`config.mk`:
```
export PLATFORM = sky130hd
export DESIGN_NAME = sdram_cmd_monitor
export DESIGN_NICKNAME = d
export VERILOG_FILES = /design/src/rtl/sdmon_pkg.sv /design/src/rtl/sdmon_decode.sv /design/src/rtl/sdmon_bank.sv /design/src/rtl/sdmon_modereg.sv /design/src/rtl/sdram_cmd_monitor.sv
export SDC_FILE = /design/constraint.sdc
export NUM_CORES = 1
export LEC_CHECK = 0
export ABC_AREA = 1
export BUFFER_PORTS_ARGS = -buffer_cell sky130_fd_sc_hd__buf_2
export CAP_MARGIN = 20
export CORE_MARGIN = 1.5
export CORE_UTILIZATION = 54
export CTS_CLUSTER_DIAMETER = 100
export CTS_CLUSTER_SIZE = 28
export DETAILED_ROUTE_END_ITERATION = 8
export PLACE_DENSITY = 0.83
export REMOVE_ABC_BUFFERS = 1
export SKIP_CTS_REPAIR_TIMING = 1
export SYNTH_ARGS = -nofsm -noshare
export SYNTH_HDL_FRONTEND = slang
export SYNTH_SLANG_ARGS = --single-unit
```
`constraint.sdc`:
```
create_clock -name clk -period 3.1 [get_ports clk]
set_input_delay 0.93 -clock clk [delete_from_list [all_inputs] [get_ports clk]]
set_output_delay 0.93 -clock clk [all_outputs]
set_load 0.02 [all_outputs]
```
`src/rtl/sdmon_pkg.sv`:
```
package sdmon_pkg;
  timeunit 1ns; timeprecision 1ps;

  typedef enum logic [3:0] {
    CMD_DESEL = 4'd0,  CMD_NOP  = 4'd1,  CMD_ACT  = 4'd2,  CMD_RD   = 4'd3,
    CMD_RDA   = 4'd4,  CMD_WR   = 4'd5,  CMD_WRA  = 4'd6,  CMD_PRE  = 4'd7,
    CMD_PREA  = 4'd8,  CMD_REF  = 4'd9,  CMD_SREF = 4'd10, CMD_MRS  = 4'd11,
    CMD_EMRS  = 4'd12, CMD_BST  = 4'd13, CMD_DPD  = 4'd14, CMD_CKOFF = 4'd15
  } cmd_e;

  typedef enum logic [3:0] {
    RSN_NONE = 4'd0, RSN_MRD = 4'd1, RSN_NOT_IDLE = 4'd2, RSN_AP_BUSY = 4'd3,
    RSN_CLOSED = 4'd4, RSN_OPEN = 4'd5, RSN_TRCD = 4'd6, RSN_TRP = 4'd7,
    RSN_BAD_MODE = 4'd8
  } reason_e;

  typedef enum logic [2:0] {
    BK_IDLE = 3'd0, BK_OPEN = 3'd1, BK_RD = 3'd2, BK_WR = 3'd3,
    BK_RD_AP = 3'd4, BK_WR_AP = 3'd5
  } bank_e;
endpackage

```
`src/rtl/sdmon_decode.sv`:
```
module sdmon_decode
  import sdmon_pkg::*;
#(
  parameter int BA_W = 2
) (
  input  logic            cke_prev,
  input  logic            cke,
  input  logic            cs_n,
  input  logic            ras_n,
  input  logic            cas_n,
  input  logic            we_n,
  input  logic            a10,
  input  logic [BA_W-1:0] ba,
  output cmd_e            cmd
);
  timeunit 1ns; timeprecision 1ps;

  always_comb begin
    cmd = CMD_NOP;
    if (!cke_prev) begin
      cmd = CMD_CKOFF;
    end else if (cs_n) begin
      cmd = CMD_DESEL;
    end else begin
      case ({ras_n, cas_n, we_n})
        3'b111:  cmd = CMD_NOP;
        3'b011:  cmd = CMD_ACT;
        3'b101:  cmd = a10 ? CMD_RDA : CMD_RD;
        3'b100:  cmd = a10 ? CMD_WRA : CMD_WR;
        3'b010:  cmd = a10 ? CMD_PREA : CMD_PRE;
        3'b001:  cmd = cke ? CMD_REF : CMD_SREF;
        3'b000:  cmd = (ba == '0) ? CMD_MRS : CMD_EMRS;
        3'b110:  cmd = cke ? CMD_BST : CMD_DPD;
        default: cmd = CMD_NOP;
      endcase
    end
  end
endmodule

```
`src/rtl/sdmon_bank.sv`:
```
module sdmon_bank
  import sdmon_pkg::*;
#(
  parameter int T_RCD = 3,
  parameter int T_RP  = 3,
  parameter int CNT_W = 10
) (
  input  logic             clk,
  input  logic             rst_n,
  input  logic             act,
  input  logic             pre,
  input  logic             rw_go,
  input  logic             rw_write,
  input  logic             rw_ap,
  input  logic [CNT_W-1:0] rw_last,
  input  logic             stop_plain,
  input  logic             stop_all,
  output bank_e            state,
  output logic             rcd_busy,
  output logic             rp_busy
);
  timeunit 1ns; timeprecision 1ps;

  localparam int RCD_W = (T_RCD > 1) ? $clog2(T_RCD) : 1;
  localparam int RP_W  = (T_RP  > 1) ? $clog2(T_RP)  : 1;
  localparam logic [RCD_W-1:0] RCD_INIT = RCD_W'(T_RCD - 1);
  localparam logic [RP_W-1:0]  RP_INIT  = RP_W'(T_RP - 1);

  bank_e            state_q, state_d;
  logic [CNT_W-1:0] cnt_q, cnt_d;
  logic [RCD_W-1:0] rcd_q, rcd_d;
  logic [RP_W-1:0]  rp_q, rp_d;
  logic             in_burst, is_ap, burst_end;

  assign in_burst  = state_q inside {BK_RD, BK_WR, BK_RD_AP, BK_WR_AP};
  assign is_ap     = state_q inside {BK_RD_AP, BK_WR_AP};
  assign burst_end = (cnt_q == '0) || stop_all || (stop_plain && !is_ap);

  always_comb begin
    state_d = state_q;
    cnt_d   = cnt_q;
    rcd_d   = (rcd_q != '0) ? rcd_q - 1'b1 : rcd_q;
    rp_d    = (rp_q  != '0) ? rp_q  - 1'b1 : rp_q;
    if (act) begin
      state_d = BK_OPEN;
      rcd_d   = RCD_INIT;
    end else if (pre) begin
      if (state_q != BK_IDLE) begin
        state_d = BK_IDLE;
        rp_d    = RP_INIT;
      end
    end else if (rw_go) begin
      if (rw_write) state_d = rw_ap ? BK_WR_AP : BK_WR;
      else          state_d = rw_ap ? BK_RD_AP : BK_RD;
      cnt_d = rw_last;
    end else if (in_burst) begin
      if (burst_end) begin
        if (is_ap) begin
          state_d = BK_IDLE;
          rp_d    = RP_INIT;
        end else begin
          state_d = BK_OPEN;
        end
      end else begin
        cnt_d = cnt_q - 1'b1;
      end
    end
  end

  always_ff @(posedge clk or negedge rst_n) begin
    if (!rst_n) begin
      state_q <= BK_IDLE;
      cnt_q   <= '0;
      rcd_q   <= '0;
      rp_q    <= '0;
    end else begin
      state_q <= state_d;
      cnt_q   <= cnt_d;
      rcd_q   <= rcd_d;
      rp_q    <= rp_d;
    end
  end

  assign state    = state_q;
  assign rcd_busy = (rcd_q != '0);
  assign rp_busy  = (rp_q != '0);

  // the legality gate only opens a bank that is fully closed
  assert_act_idle_R7: assert property (@(posedge clk) disable iff (!rst_n)
    act |-> (state_q == BK_IDLE && !rp_busy));
  // accesses are only let through to an open bank past its open time
  assert_rw_open_R8: assert property (@(posedge clk) disable iff (!rst_n)
    rw_go |-> (state_q != BK_IDLE && !rcd_busy));
  // an auto-precharge burst keeps its state until its count runs out
  assert_ap_hold_R10: assert property (@(posedge clk) disable iff (!rst_n)
    (is_ap && cnt_q != '0 && !stop_all) |=> (state_q == $past(state_q)));
endmodule

```
`src/rtl/sdmon_modereg.sv`:
```
module sdmon_modereg #(
  parameter int ADDR_W = 13
) (
  input  logic              clk,
  input  logic              rst_n,
  input  logic              ld_mode,
  input  logic              ld_ext,
  input  logic [ADDR_W-1:0] addr,
  output logic              mode_ok,
  output logic              ext_ok,
  output logic [ADDR_W-1:0] mode_q,
  output logic [ADDR_W-1:0] ext_q
);
  timeunit 1ns; timeprecision 1ps;

  localparam logic [ADDR_W-1:0] MODE_RST = ADDR_W'(12'h030);

  logic lat_ok, len_ok;

  assign lat_ok  = (addr[6:4] == 3'd2) || (addr[6:4] == 3'd3);
  assign len_ok  = (addr[2:0] <= 3'd3) || (addr[2:0] == 3'd7 && !addr[3]);
  assign mode_ok = lat_ok && len_ok && (addr[8:7] == 2'b00) && (addr[ADDR_W-1:10] == '0);
  assign ext_ok  = (addr[2:0] <= 3'd2) && (addr[4:3] == 2'b00) && (addr[ADDR_W-1:7] == '0);

  always_ff @(posedge clk or negedge rst_n) begin
    if (!rst_n) begin
      mode_q <= MODE_RST;
      ext_q  <= '0;
    end else begin
      if (ld_mode) mode_q <= addr;
      if (ld_ext)  ext_q  <= addr;
    end
  end

  // the stored mode word always carries a supported latency
  assert_mode_lat_R4: assert property (@(posedge clk) disable iff (!rst_n)
    (mode_q[6:4] == 3'd2 || mode_q[6:4] == 3'd3) && mode_q[8:7] == 2'b00);
endmodule

```
`src/rtl/sdram_cmd_monitor.sv`:
```
module sdram_cmd_monitor
  import sdmon_pkg::*;
#(
  parameter int NUM_BANKS = 4,
  parameter int ADDR_W    = 13,
  parameter int T_RCD     = 3,
  parameter int T_RP      = 3,
  parameter int T_MRD     = 2,
  parameter int PAGE_LEN  = 1024
) (
  input  logic                         clk,
  input  logic                         rst_n,
  input  logic                         cke,
  input  logic                         cs_n,
  input  logic                         ras_n,
  input  logic                         cas_n,
  input  logic                         we_n,
  input  logic [$clog2(NUM_BANKS)-1:0] ba,
  input  logic [ADDR_W-1:0]            addr,
  output logic [3:0]                   cmd_code,
  output logic                         cmd_illegal,
  output logic [3:0]                   illegal_reason,
  output logic [ADDR_W-1:0]            mode_word,
  output logic [ADDR_W-1:0]            ext_mode_word,
  output logic                         deep_pd
);
  timeunit 1ns; timeprecision 1ps;

  localparam int BA_W  = $clog2(NUM_BANKS);
  localparam int CNT_W = $clog2(PAGE_LEN);
  localparam int MRD_W = (T_MRD > 1) ? $clog2(T_MRD) : 1;
  localparam logic [MRD_W-1:0] MRD_INIT = MRD_W'(T_MRD - 1);
  localparam logic [BA_W-1:0]  EXT_BA   = BA_W'(2);

  // reset: asserted asynchronously, released through two flops
  logic rst_meta, rst_ok;
  always_ff @(posedge clk or negedge rst_n) begin
    if (!rst_n) begin
      rst_meta <= 1'b0;
      rst_ok   <= 1'b0;
    end else begin
      rst_meta <= 1'b1;
      rst_ok   <= rst_meta;
    end
  end

  logic       cke_prev_q, dpd_q, dpd_d;
  logic [MRD_W-1:0] mrd_q, mrd_d;
  cmd_e       cmd, cmd_q;
  reason_e    rsn, rsn_q;
  logic       ok, quiet, is_rw, is_write;
  logic       mode_ok, ext_ok;
  logic [ADDR_W-1:0] mode_q, ext_q;
  logic [CNT_W-1:0]  burst_last;

  bank_e          bk_state [NUM_BANKS];
  logic [NUM_BANKS-1:0] bk_rcd, bk_rp, bk_ap, bk_idle;
  logic           all_idle, any_ap, sel_ap, sel_idle, sel_rcd, sel_rp;

  sdmon_decode #(.BA_W(BA_W)) i_decode (
    .cke_prev(cke_prev_q), .cke(cke), .cs_n(cs_n), .ras_n(ras_n),
    .cas_n(cas_n), .we_n(we_n), .a10(addr[10]), .ba(ba), .cmd(cmd)
  );

  assign quiet    = cmd inside {CMD_DESEL, CMD_NOP, CMD_CKOFF};
  assign is_rw    = cmd inside {CMD_RD, CMD_RDA, CMD_WR, CMD_WRA};
  assign is_write = cmd inside {CMD_WR, CMD_WRA};

  assign all_idle = &bk_idle;
  assign any_ap   = |bk_ap;
  assign sel_ap   = bk_ap[ba];
  assign sel_idle = (bk_state[ba] == BK_IDLE);
  assign sel_rcd  = bk_rcd[ba];
  assign sel_rp   = bk_rp[ba];

  // legality, highest priority first
  always_comb begin
    rsn = RSN_NONE;
    if (!quiet && mrd_q != '0) begin
      rsn = RSN_MRD;
    end else begin
      case (cmd)
        CMD_MRS, CMD_EMRS, CMD_REF, CMD_SREF, CMD_DPD: begin
          if (!all_idle) rsn = RSN_NOT_IDLE;
          else if (cmd == CMD_MRS && !mode_ok) rsn = RSN_BAD_MODE;
          else if (cmd == CMD_EMRS && (!ext_ok || ba != EXT_BA)) rsn = RSN_BAD_MODE;
        end
        CMD_ACT: begin
          if (sel_ap)         rsn = RSN_AP_BUSY;
          else if (!sel_idle) rsn = RSN_OPEN;
          else if (sel_rp)    rsn = RSN_TRP;
        end
        CMD_RD, CMD_RDA, CMD_WR, CMD_WRA: begin
          if (sel_ap)        rsn = RSN_AP_BUSY;
          else if (sel_idle) rsn = RSN_CLOSED;
          else if (sel_rcd)  rsn = RSN_TRCD;
        end
        CMD_PRE:  if (sel_ap) rsn = RSN_AP_BUSY;
        CMD_PREA: if (any_ap) rsn = RSN_AP_BUSY;
        default:  rsn = RSN_NONE;
      endcase
    end
  end

  assign ok = (rsn == RSN_NONE);

  always_comb begin
    case (mode_q[2:0])
      3'd0:    burst_last = '0;
      3'd1:    burst_last = CNT_W'(1);
      3'd2:    burst_last = CNT_W'(3);
      3'd3:    burst_last = CNT_W'(7);
      3'd7:    burst_last = CNT_W'(PAGE_LEN - 1);
      default: burst_last = '0;
    endcase
    if (is_write && mode_q[9]) burst_last = '0;
  end

  generate
    for (genvar g = 0; g < NUM_BANKS; g++) begin : g_bank
      logic hit;
      assign hit = (ba == BA_W'(g));
      sdmon_bank #(.T_RCD(T_RCD), .T_RP(T_RP), .CNT_W(CNT_W)) i_bank (
        .clk       (clk),
        .rst_n     (rst_ok),
        .act       (ok && cmd == CMD_ACT && hit),
        .pre       (ok && ((cmd == CMD_PRE && hit) || cmd == CMD_PREA)),
        .rw_go     (ok && is_rw && hit),
        .rw_write  (is_write),
        .rw_ap     (cmd inside {CMD_RDA, CMD_WRA}),
        .rw_last   (burst_last),
        .stop_plain(ok && cmd == CMD_BST),
        .stop_all  (ok && is_rw && !hit),
        .state     (bk_state[g]),
        .rcd_busy  (bk_rcd[g]),
        .rp_busy   (bk_rp[g])
      );
      assign bk_ap[g]   = bk_state[g] inside {BK_RD_AP, BK_WR_AP};
      assign bk_idle[g] = (bk_state[g] == BK_IDLE) && !bk_rp[g];
    end
  endgenerate

  sdmon_modereg #(.ADDR_W(ADDR_W)) i_modereg (
    .clk    (clk),
    .rst_n  (rst_ok),
    .ld_mode(ok && cmd == CMD_MRS),
    .ld_ext (ok && cmd == CMD_EMRS),
    .addr   (addr),
    .mode_ok(mode_ok),
    .ext_ok (ext_ok),
    .mode_q (mode_q),
    .ext_q  (ext_q)
  );

  always_comb begin
    mrd_d = (mrd_q != '0) ? mrd_q - 1'b1 : mrd_q;
    if (ok && cmd inside {CMD_MRS, CMD_EMRS}) mrd_d = MRD_INIT;
    dpd_d = dpd_q;
    if (ok && cmd == CMD_DPD)    dpd_d = 1'b1;
    else if (!cke_prev_q && cke) dpd_d = 1'b0;
  end

  always_ff @(posedge clk or negedge rst_ok) begin
    if (!rst_ok) begin
      cke_prev_q <= 1'b1;
      cmd_q      <= CMD_DESEL;
      rsn_q      <= RSN_NONE;
      dpd_q      <= 1'b0;
      mrd_q      <= '0;
    end else begin
      cke_prev_q <= cke;
      cmd_q      <= cmd;
      rsn_q      <= rsn;
      dpd_q      <= dpd_d;
      mrd_q      <= mrd_d;
    end
  end

  assign cmd_code       = cmd_q;
  assign cmd_illegal    = (rsn_q != RSN_NONE);
  assign illegal_reason = rsn_q;
  assign mode_word      = mode_q;
  assign ext_mode_word  = ext_q;
  assign deep_pd        = dpd_q;

  // right after a legal mode set, every active command is refused
  generate
    if (T_MRD > 1) begin : g_mrd_chk
      assert_mrd_gap_R6: assert property (@(posedge clk) disable iff (!rst_ok)
        (ok && cmd inside {CMD_MRS, CMD_EMRS}) |=> (quiet || rsn == RSN_MRD));
    end
  endgenerate
  // a refused mode set leaves the mode word as it was
  assert_bad_mode_keep_R4: assert property (@(posedge clk) disable iff (!rst_ok)
    (cmd == CMD_MRS && !ok) |=> $stable(mode_q));
  // deep power down is only held while the clock enable stayed low
  assert_dpd_cke_R12: assert property (@(posedge clk) disable iff (!rst_ok)
    dpd_q |-> !cke_prev_q);
endmodule

```
Word level (Yosys, flattened, before mapping)
Cells that the tools add are included.
- bits in registers: 107
- input bits: 22
- output and inout bits: 36
- word-level logic and storage cells: 378
- $add $sub $neg: 13
- magnitude comparators: 4
- equality and inequality tests: 57
- multiplexer cells: 120
- bitwise gates (word level): 9
- reductions and logical operators: 150
- operator list (cell ; number):
    2-to-1 mux 10 bit ; 13
    2-to-1 mux 3 bit ; 37
    2-to-1 mux 2 bit ; 45
    nonzero test 4 bit ; 14
    nonzero test 2 bit ; 24
    logical AND 1 bit ; 46
    == test 3 x 2 -> 1 bit (second input constant) ; 14
    == test 3 bit (second input constant) ; 14
    zero test 10 bit ; 4
    one-hot mux 10 bit (4 select lines) ; 1
    subtractor 10 x 1 -> 10 bit (second input constant) ; 4
    == test 4 bit (second input constant) ; 8
    one-hot mux 4 bit (8 select lines) ; 1
    2-to-1 mux 4 bit ; 7
    zero test 3 bit ; 7
    one-hot mux 4 bit (5 select lines) ; 1
    AND reduction 4 bit ; 5
    zero test 1 bit ; 17
    == test 4 x 3 -> 1 bit (second input constant) ; 4
    subtractor 2 x 1 -> 2 bit (second input constant) ; 8
    logical OR 1 bit ; 15
    nonzero test 3 bit ; 5
    != test 3 x 2 -> 1 bit (second input constant) ; 4
    AND reduction 3 bit ; 4
    21 further kinds ; 51

Longest topological paths before layout
- word-level depth: 22
- mapped depth: 25
- gate-level depth less buffers: 24

Modules after synthesis
From an unflattened synthesis, not the netlist that was laid out.
- cell total of the unflattened synthesis: 1016
- area total of the unflattened synthesis: 7709.9 um2
- by module, submodules not included (module ; times used ; cells each ; area each (um2) ; sequential area each (um2)):
    sdmon_bank ; 4 ; 162 ; 1232.4 ; 425.4
    sdram_cmd_monitor ; 1 ; 204 ; 1366.3 ; 326.6
    sdmon_modereg ; 1 ; 121 ; 1232.4 ; 653.1
    sdmon_decode ; 1 ; 43 ; 181.4 ; 0.0

Least setup slack after synthesis
Ideal clock, no wire load.
- kind: in2reg
- start: in ba[0]
- end: reg g_bank[0].i_bank.cnt_q[0]
- library setup time: 117 ps
- arrival: 2930 ps
- required time: 2983 ps
- setup slack: 53 ps
- stages: 22
- path buffers: 2
- path through: nor2_4 nand3_1 nand2_1 inv_1 nand3_2 nand2_2 nand2_4 nand2_2 nand2_1 nand2_2 nand2_1 nand2_1 nor2_1 nand3_2 nor2_8 buf_4 nand3_1 nand3_1 nand2_1 buf_4 nand4_1 nand2_1
- cells in the longest elaborated chain, start to end: 19
- elaborated cells on any way between the ends: 77
- classes of those cells: eq/ne (17); mux (27); bitwise (3); reduce/logical (30)
- RTL lines (item ; RTL line ; text):
    start, declared ; sdram_cmd_monitor.sv:18 ; input logic [$clog2(NUM_BANKS)-1:0] ba,
    zero test 2 bit (*) ; sdmon_decode.sv:32 ; 3'b000: cmd = (ba == '0) ? CMD_MRS : CMD_EMRS;
    2-to-1 mux 3 bit (*) ; sdmon_decode.sv:32 ;
    one-hot mux 4 bit (8 select lines) (*) ; sdmon_decode.sv:25 ; case ({ras_n, cas_n, we_n})
    2-to-1 mux 4 bit (*) ; sdmon_decode.sv:22 ; end else if (cs_n) begin
    2-to-1 mux 4 bit (*) ; sdmon_decode.sv:20 ; if (!cke_prev) begin
    via cmd[1] ; sdram_cmd_monitor.sv:49 ; cmd_e cmd, cmd_q;
    == test 4 bit ; sdram_cmd_monitor.sv:82, sdram_cmd_monitor.sv:86 ;
    logical AND 1 bit ; sdram_cmd_monitor.sv:86 ; else if (cmd == CMD_EMRS && (!ext_ok || ba != EXT_BA)) rsn = RSN_BAD_MODE;
    [... 3 more ...] ; -- ;
    one-hot mux 4 bit (5 select lines) ; sdram_cmd_monitor.sv:82 ; case (cmd)
    2-to-1 mux 4 bit ; sdram_cmd_monitor.sv:79 ; if (!quiet && mrd_q != '0) begin
    zero test 4 bit ; sdram_cmd_monitor.sv:105 ; assign ok = (rsn == RSN_NONE);
    logical AND 1 bit ; sdram_cmd_monitor.sv:128, sdram_cmd_monitor.sv:133 ;
    logical AND 1 bit ; sdram_cmd_monitor.sv:133 ; .stop_all (ok && is_rw && !hit),
    logical OR 1 bit (2 in series) ; sdmon_bank.sv:37 ; assign burst_end = (cnt_q == '0) || stop_all || (stop_plain && !is_ap);
    != test 2 x 1 -> 1 bit (no source line) ; -- ;
    AND reduction 4 bit (no source line) ; -- ;
    end signal, assigned ; sdmon_bank.sv:78 ; cnt_q <= cnt_d;
    end, declared ; sdmon_bank.sv:30 ; logic [CNT_W-1:0] cnt_q, cnt_d;
Mark *: on every way through the listed nets, which the timed path passes. The rest lies on a longest branch. The select of a mux whose other input is x is not followed.
A chain may end at the register's enable or synchronous reset.

Final worst setup path
- start: in ras_n
- end: reg g_bank[1].i_bank.rp_q[0]
- cells in the longest elaborated chain, start to end: 21
- elaborated cells on any way between the ends: 58
- classes of those cells: eq/ne (22); mux (13); reduce/logical (23)
- RTL lines (item ; RTL line ; text):
    start, declared ; sdram_cmd_monitor.sv:15 ; input logic ras_n,
    == test 3 bit, or another cell as far along ; sdmon_decode.sv:25 ;
    one-hot mux 4 bit (8 select lines) (*) ; sdmon_decode.sv:25 ;
    2-to-1 mux 4 bit (*) ; sdmon_decode.sv:22 ;
    2-to-1 mux 4 bit (*) ; sdmon_decode.sv:20 ;
    via cmd[0] ; sdram_cmd_monitor.sv:49 ;
    == test 4 bit ; sdram_cmd_monitor.sv:82, sdram_cmd_monitor.sv:86 ;
    logical AND 1 bit ; sdram_cmd_monitor.sv:86 ;
    2-to-1 mux 4 bit ; sdram_cmd_monitor.sv:86 ;
    [... 6 more ...] ; -- ;
    logical AND 1 bit ; sdram_cmd_monitor.sv:133 ;
    logical OR 1 bit (2 in series) ; sdmon_bank.sv:37 ;
    2-to-1 mux 2 bit ; sdmon_bank.sv:57 ; if (burst_end) begin
    2-to-1 mux 2 bit ; sdmon_bank.sv:56 ; end else if (in_burst) begin
    2-to-1 mux 2 bit ; sdmon_bank.sv:52 ; end else if (rw_go) begin
    2-to-1 mux 2 bit ; sdmon_bank.sv:47 ; end else if (pre) begin
    2-to-1 mux 2 bit (*) ; sdmon_bank.sv:44 ; if (act) begin
    via g_bank[1].i_bank.rp_d[0] ; sdmon_bank.sv:32 ; logic [RP_W-1:0] rp_q, rp_d;
    end signal, assigned ; sdmon_bank.sv:80 ; rp_q <= rp_d;
    end, declared ; sdmon_bank.sv:32 ;
Mark *: on every way through the listed nets, which the timed path passes. The rest lies on a longest branch.

==> impl_metrics.sql <==
INSERT INTO impl_metrics (metric_group, metric, value, unit) VALUES
('global_route', 'antenna_violations_before_repair', '0', ''),
('floorplanning', 'die_y', '112.5', 'um'),
('cells_and_area', 'final_common_cell', 'nand2_1', ''),
('run_status', 'result_of_the_run', 'finished with violations', ''),
('setup_path', 'worstPathCellList', 'buf_4 -> inv_2 -> nand3_1 -> nand2_1 -> nand2_1 -> nand2_1 -> nand2_2 -> nand2_4 -> nand2_4 -> nand2_4 -> nand2_4 -> nand2_2 -> nand2_2 -> nor2_4 -> nand3_4 -> nor2_8 -> buf_6 -> nand2_2 -> buf_4 -> nand3_1 -> nand4_1 -> nand3_1 -> inv_1', ''),
('placed_design', 'detailedPlace.worstSlack', '-0.5517', 'ns'),
('sta', 'setup_viol_count_final', '74', ''),
('sta', 'slew-limit-headroom', '43.55', '%'),
('global_route', 'groute.usage.overall', '26.10', '%'),
('yosys', 'postSynth.asyncResetShare', '100.0', '%'),
('setup_path', 'critPathRequiredTime', '3.36', 'ns'),
('cells_and_area', 'nFillCells', '797', ''),
('cells_and_area', 'finalNetCount', '1111', ''),
('power_and_ir_drop', 'ir_drop', '0.0006526', 'V'),
('yosys', 'synth.distinct_cells', '41', ''),
('min_path', 'hold_class', 'in2async', ''),
('clocking', 'cts_tree', 'yes', ''),
('route', 'drt_iter0_markers', '958', ''),
('floorplanning', 'core_area', '11560', 'um2'),
('cells_and_area', 'sequential_cell_area', '2685', 'um2'),
('floorplanning', 'boundaryPins', '58', ''),
('run_status', 'failed_checks', 'setup timing', ''),
('global_route', 'grt-ovfl-total', '0', ''),
('sta', 'post-route-worst-setup-slack', '-0.2599', 'ns'),
('setup_path', 'path_max_fanout', '7', ''),
('sta', 'maxClockFrequency', '297.6', 'MHz'),
('global_route', 'first_global_vias', '6002', ''),
('clocking', 'cts_buffers', '9', ''),
('global_route', 'grt_first_pass_wirelength', '26.65', 'mm'),
('power_and_ir_drop', 'power-per-cell-area', '797.2', 'nW/um2'),
('route', 'routed_via_count_divided_by_cell_count', '5.759', ''),
('placed_design', 'gp_congestion', '0.9498', ''),
('yosys', 'yosysWarningCount', '0', ''),
('sta', 'post_layout_minimum_cycle_time', '3.360', 'ns'),
('setup_path', 'critical_path_arrival', '3.62', 'ns'),
('route', 'detailedRoute.firstPassIterationCount', '6', ''),
('placed_design', 'hpwl_detailed', '11.26', 'mm'),
('setup_path', 'start_kind', 'input pin', ''),
('yosys', 'postSynthRegisterBits', '107', ''),
('floorplanning', 'design.die.area', '12660', 'um2'),
('setup_path', 'cpPeakStageDelay', '0.29', 'ns'),
('route', 'route.detailed.drc', '0', ''),
('yosys', 'ys_seq_area_share', '41.41', '%'),
('yosys', 'synth.top_cells.by_area', 'dfrtp_1 40%, nand2_1 20%, inv_1 7.4%', ''),
('yosys', 'post_synth_instance_area', '6475', 'um2'),
('clocking', 'clock_path_buffers', '2', ''),
('cells_and_area', 'antennaDiodeCount', '0', ''),
('setup_path', 'worst_path_max_delay_cell', 'nor2_8', ''),
('setup_path', 'largest_delay_share_family_worst_path', 'simple AND/OR/NAND/NOR gates', ''),
('clocking', 'clk_pin_slew', '0.08', 'ns'),
('floorplanning', 'initial_core_util', '55.99', '%'),
('yosys', 'synthFlopType', 'dfrtp_1', ''),
('sta', 'final_hold_viol_count', '0', ''),
('route', 'routedWlPerCell', '15.91', 'um'),
('yosys', 'synthesis.instances', '928', ''),
('sta', 'skew', '0.01788', 'ns'),
('floorplanning', 'fp.dieW', '112.5', 'um'),
('route', 'via_count', '7078', ''),
('yosys', 'syn_avg_cell_area', '6.977', 'um2'),
('flow_run', 'drv.max_cap_violation_count', '0', ''),
('yosys', 'synth_largest_type_area_fraction', '40.19', '%'),
('power_and_ir_drop', 'leakagePower', '4.774', 'nW'),
('yosys', 'synth_largest_area_cell', 'dfrtp_1', ''),
('floorplanning', 'rows', '39', ''),
('yosys', 'synth_edf_count', '0', ''),
('setup_path', 'timing.critical_path.buf_inv', '5', ''),
('sta', 'timing.hold.ws', '0.3284', 'ns'),
('cells_and_area', 'multi_input_gate_area', '3587', 'um2'),
('placed_design', 'port_buffers', '57', ''),
('sta', 'share_of_the_cycle_needed_by_the_critical_path_after_routing', '108.4', '%'),
('clocking', 'insertion_delay', '0.38', 'ns');
## cells in the mapped netlist (3+ instances only)
| library cell | count |
|---|---|
| dfstp_2 | 3 |
| o211ai_1 | 4 |
| o21ai_0 | 36 |
| buf_4 | 4 |
| nor3_1 | 10 |
| inv_2 | 7 |
| or3_1 | 3 |
| nor2_1 | 79 |
| dfrtp_1 | 104 |
| nor4_1 | 4 |
| nand2_1 | 337 |
| xor2_1 | 10 |
| clkbuf_1 | 5 |
| ha_1 | 8 |
| o21bai_1 | 3 |
| nand3_1 | 60 |
| nand2_2 | 6 |
| inv_1 | 128 |
| nand4_1 | 55 |
| buf_2 | 10 |
| nand3_2 | 10 |
| xnor2_1 | 12 |
| o22ai_1 | 4 |
| or2_2 | 3 |
## metrics by stage
step           setup TNS [ns]  power, W  cells
2_1_floorplan          -26.39  0.004305    906
5_1_grt                -26.54  0.007274   1229
3_5_place_dp           -27.09  0.005121   1186
3_3_place_gp           -20.80  0.005016   1186
6_report               -6.024  0.006763   1229
4_1_cts                -4.032  0.006396   1202
## worst paths after layout
check                      slack (ns)                      start  depth (start not counted)                  endpoint
setup / recovery                -0.26                      ras_n                         23  g_bank[1].i_bank.rp_q[0]
hold / removal                   0.33                      rst_n                          1                    rst_ok
setup reg to reg                 0.03  g_bank[3].i_bank.state[1]                         18  g_bank[1].i_bank.rp_q[0]
hold reg to reg                  0.36                   rst_meta                          0                    rst_ok
max in group asynchronous        1.78                     rst_ok                          1       i_modereg.mode_q[5]
min in group clk                 0.36                   rst_meta                          0                    rst_ok
## report_power, final
part / total (W) / switching [W] / internal, W
logic: 0.00329 / 0.00201 / 0.00128
clock network: 0.00123 / 0.000640 / 0.000591
registers: 0.00224 / 0.000384 / 0.00186
total: 0.00676 / 0.00304 / 0.00373
## state kept, by name (all words and copies together), names as in the netlist, 4 cells and up
| signal | flops |
|---|---|
| g_bank.i_bank.cnt_q | 40 |
| i_modereg.ext_q | 13 |
| illegal_reason | 4 |
| g_bank.i_bank.state | 12 |
| g_bank.i_bank.rp_q | 8 |
| cmd_code | 4 |
| i_modereg.mode_q | 13 |
| g_bank.i_bank.rcd_q | 8 |
## per-layer routing
layer  track usage (%)  share of wire [%]  up-vias  wire [um]
met5                 0                  0        -          0
met4             9.367                5.0        0        983
met3             5.184                8.3      122       1628
met2             44.50                 48      410       9358
met1             33.20                 39     3276       7581
li1                  -                  -     3270          -
## cell type report
| cell class | instances | area share (%) |
|---|---|---|
| timing repair buffer | 161 | 13.95 |
| clock buffer | 9 | 2.655 |
| sequential | 107 | 31.65 |
| clock inverter | 7 | 1.224 |
| tap | 143 | 2.109 |
| multi-input combinational | 667 | 42.29 |
| inverter | 135 | 6.121 |
## cells by family (layout without fill, tap and decap cells)
kind of cell	Yosys count	in the layout	synth area share [%]
simple gates	578	581	39.58
buf+inv	157	312	9.643
flops	107	107	41.41
compound gates	55	55	4.792
xor+xnor	22	22	2.976
fa+ha+maj	8	8	1.546
other cells	1	1	0.05792
No activity file was read; power rests on OpenSTA's default activity.
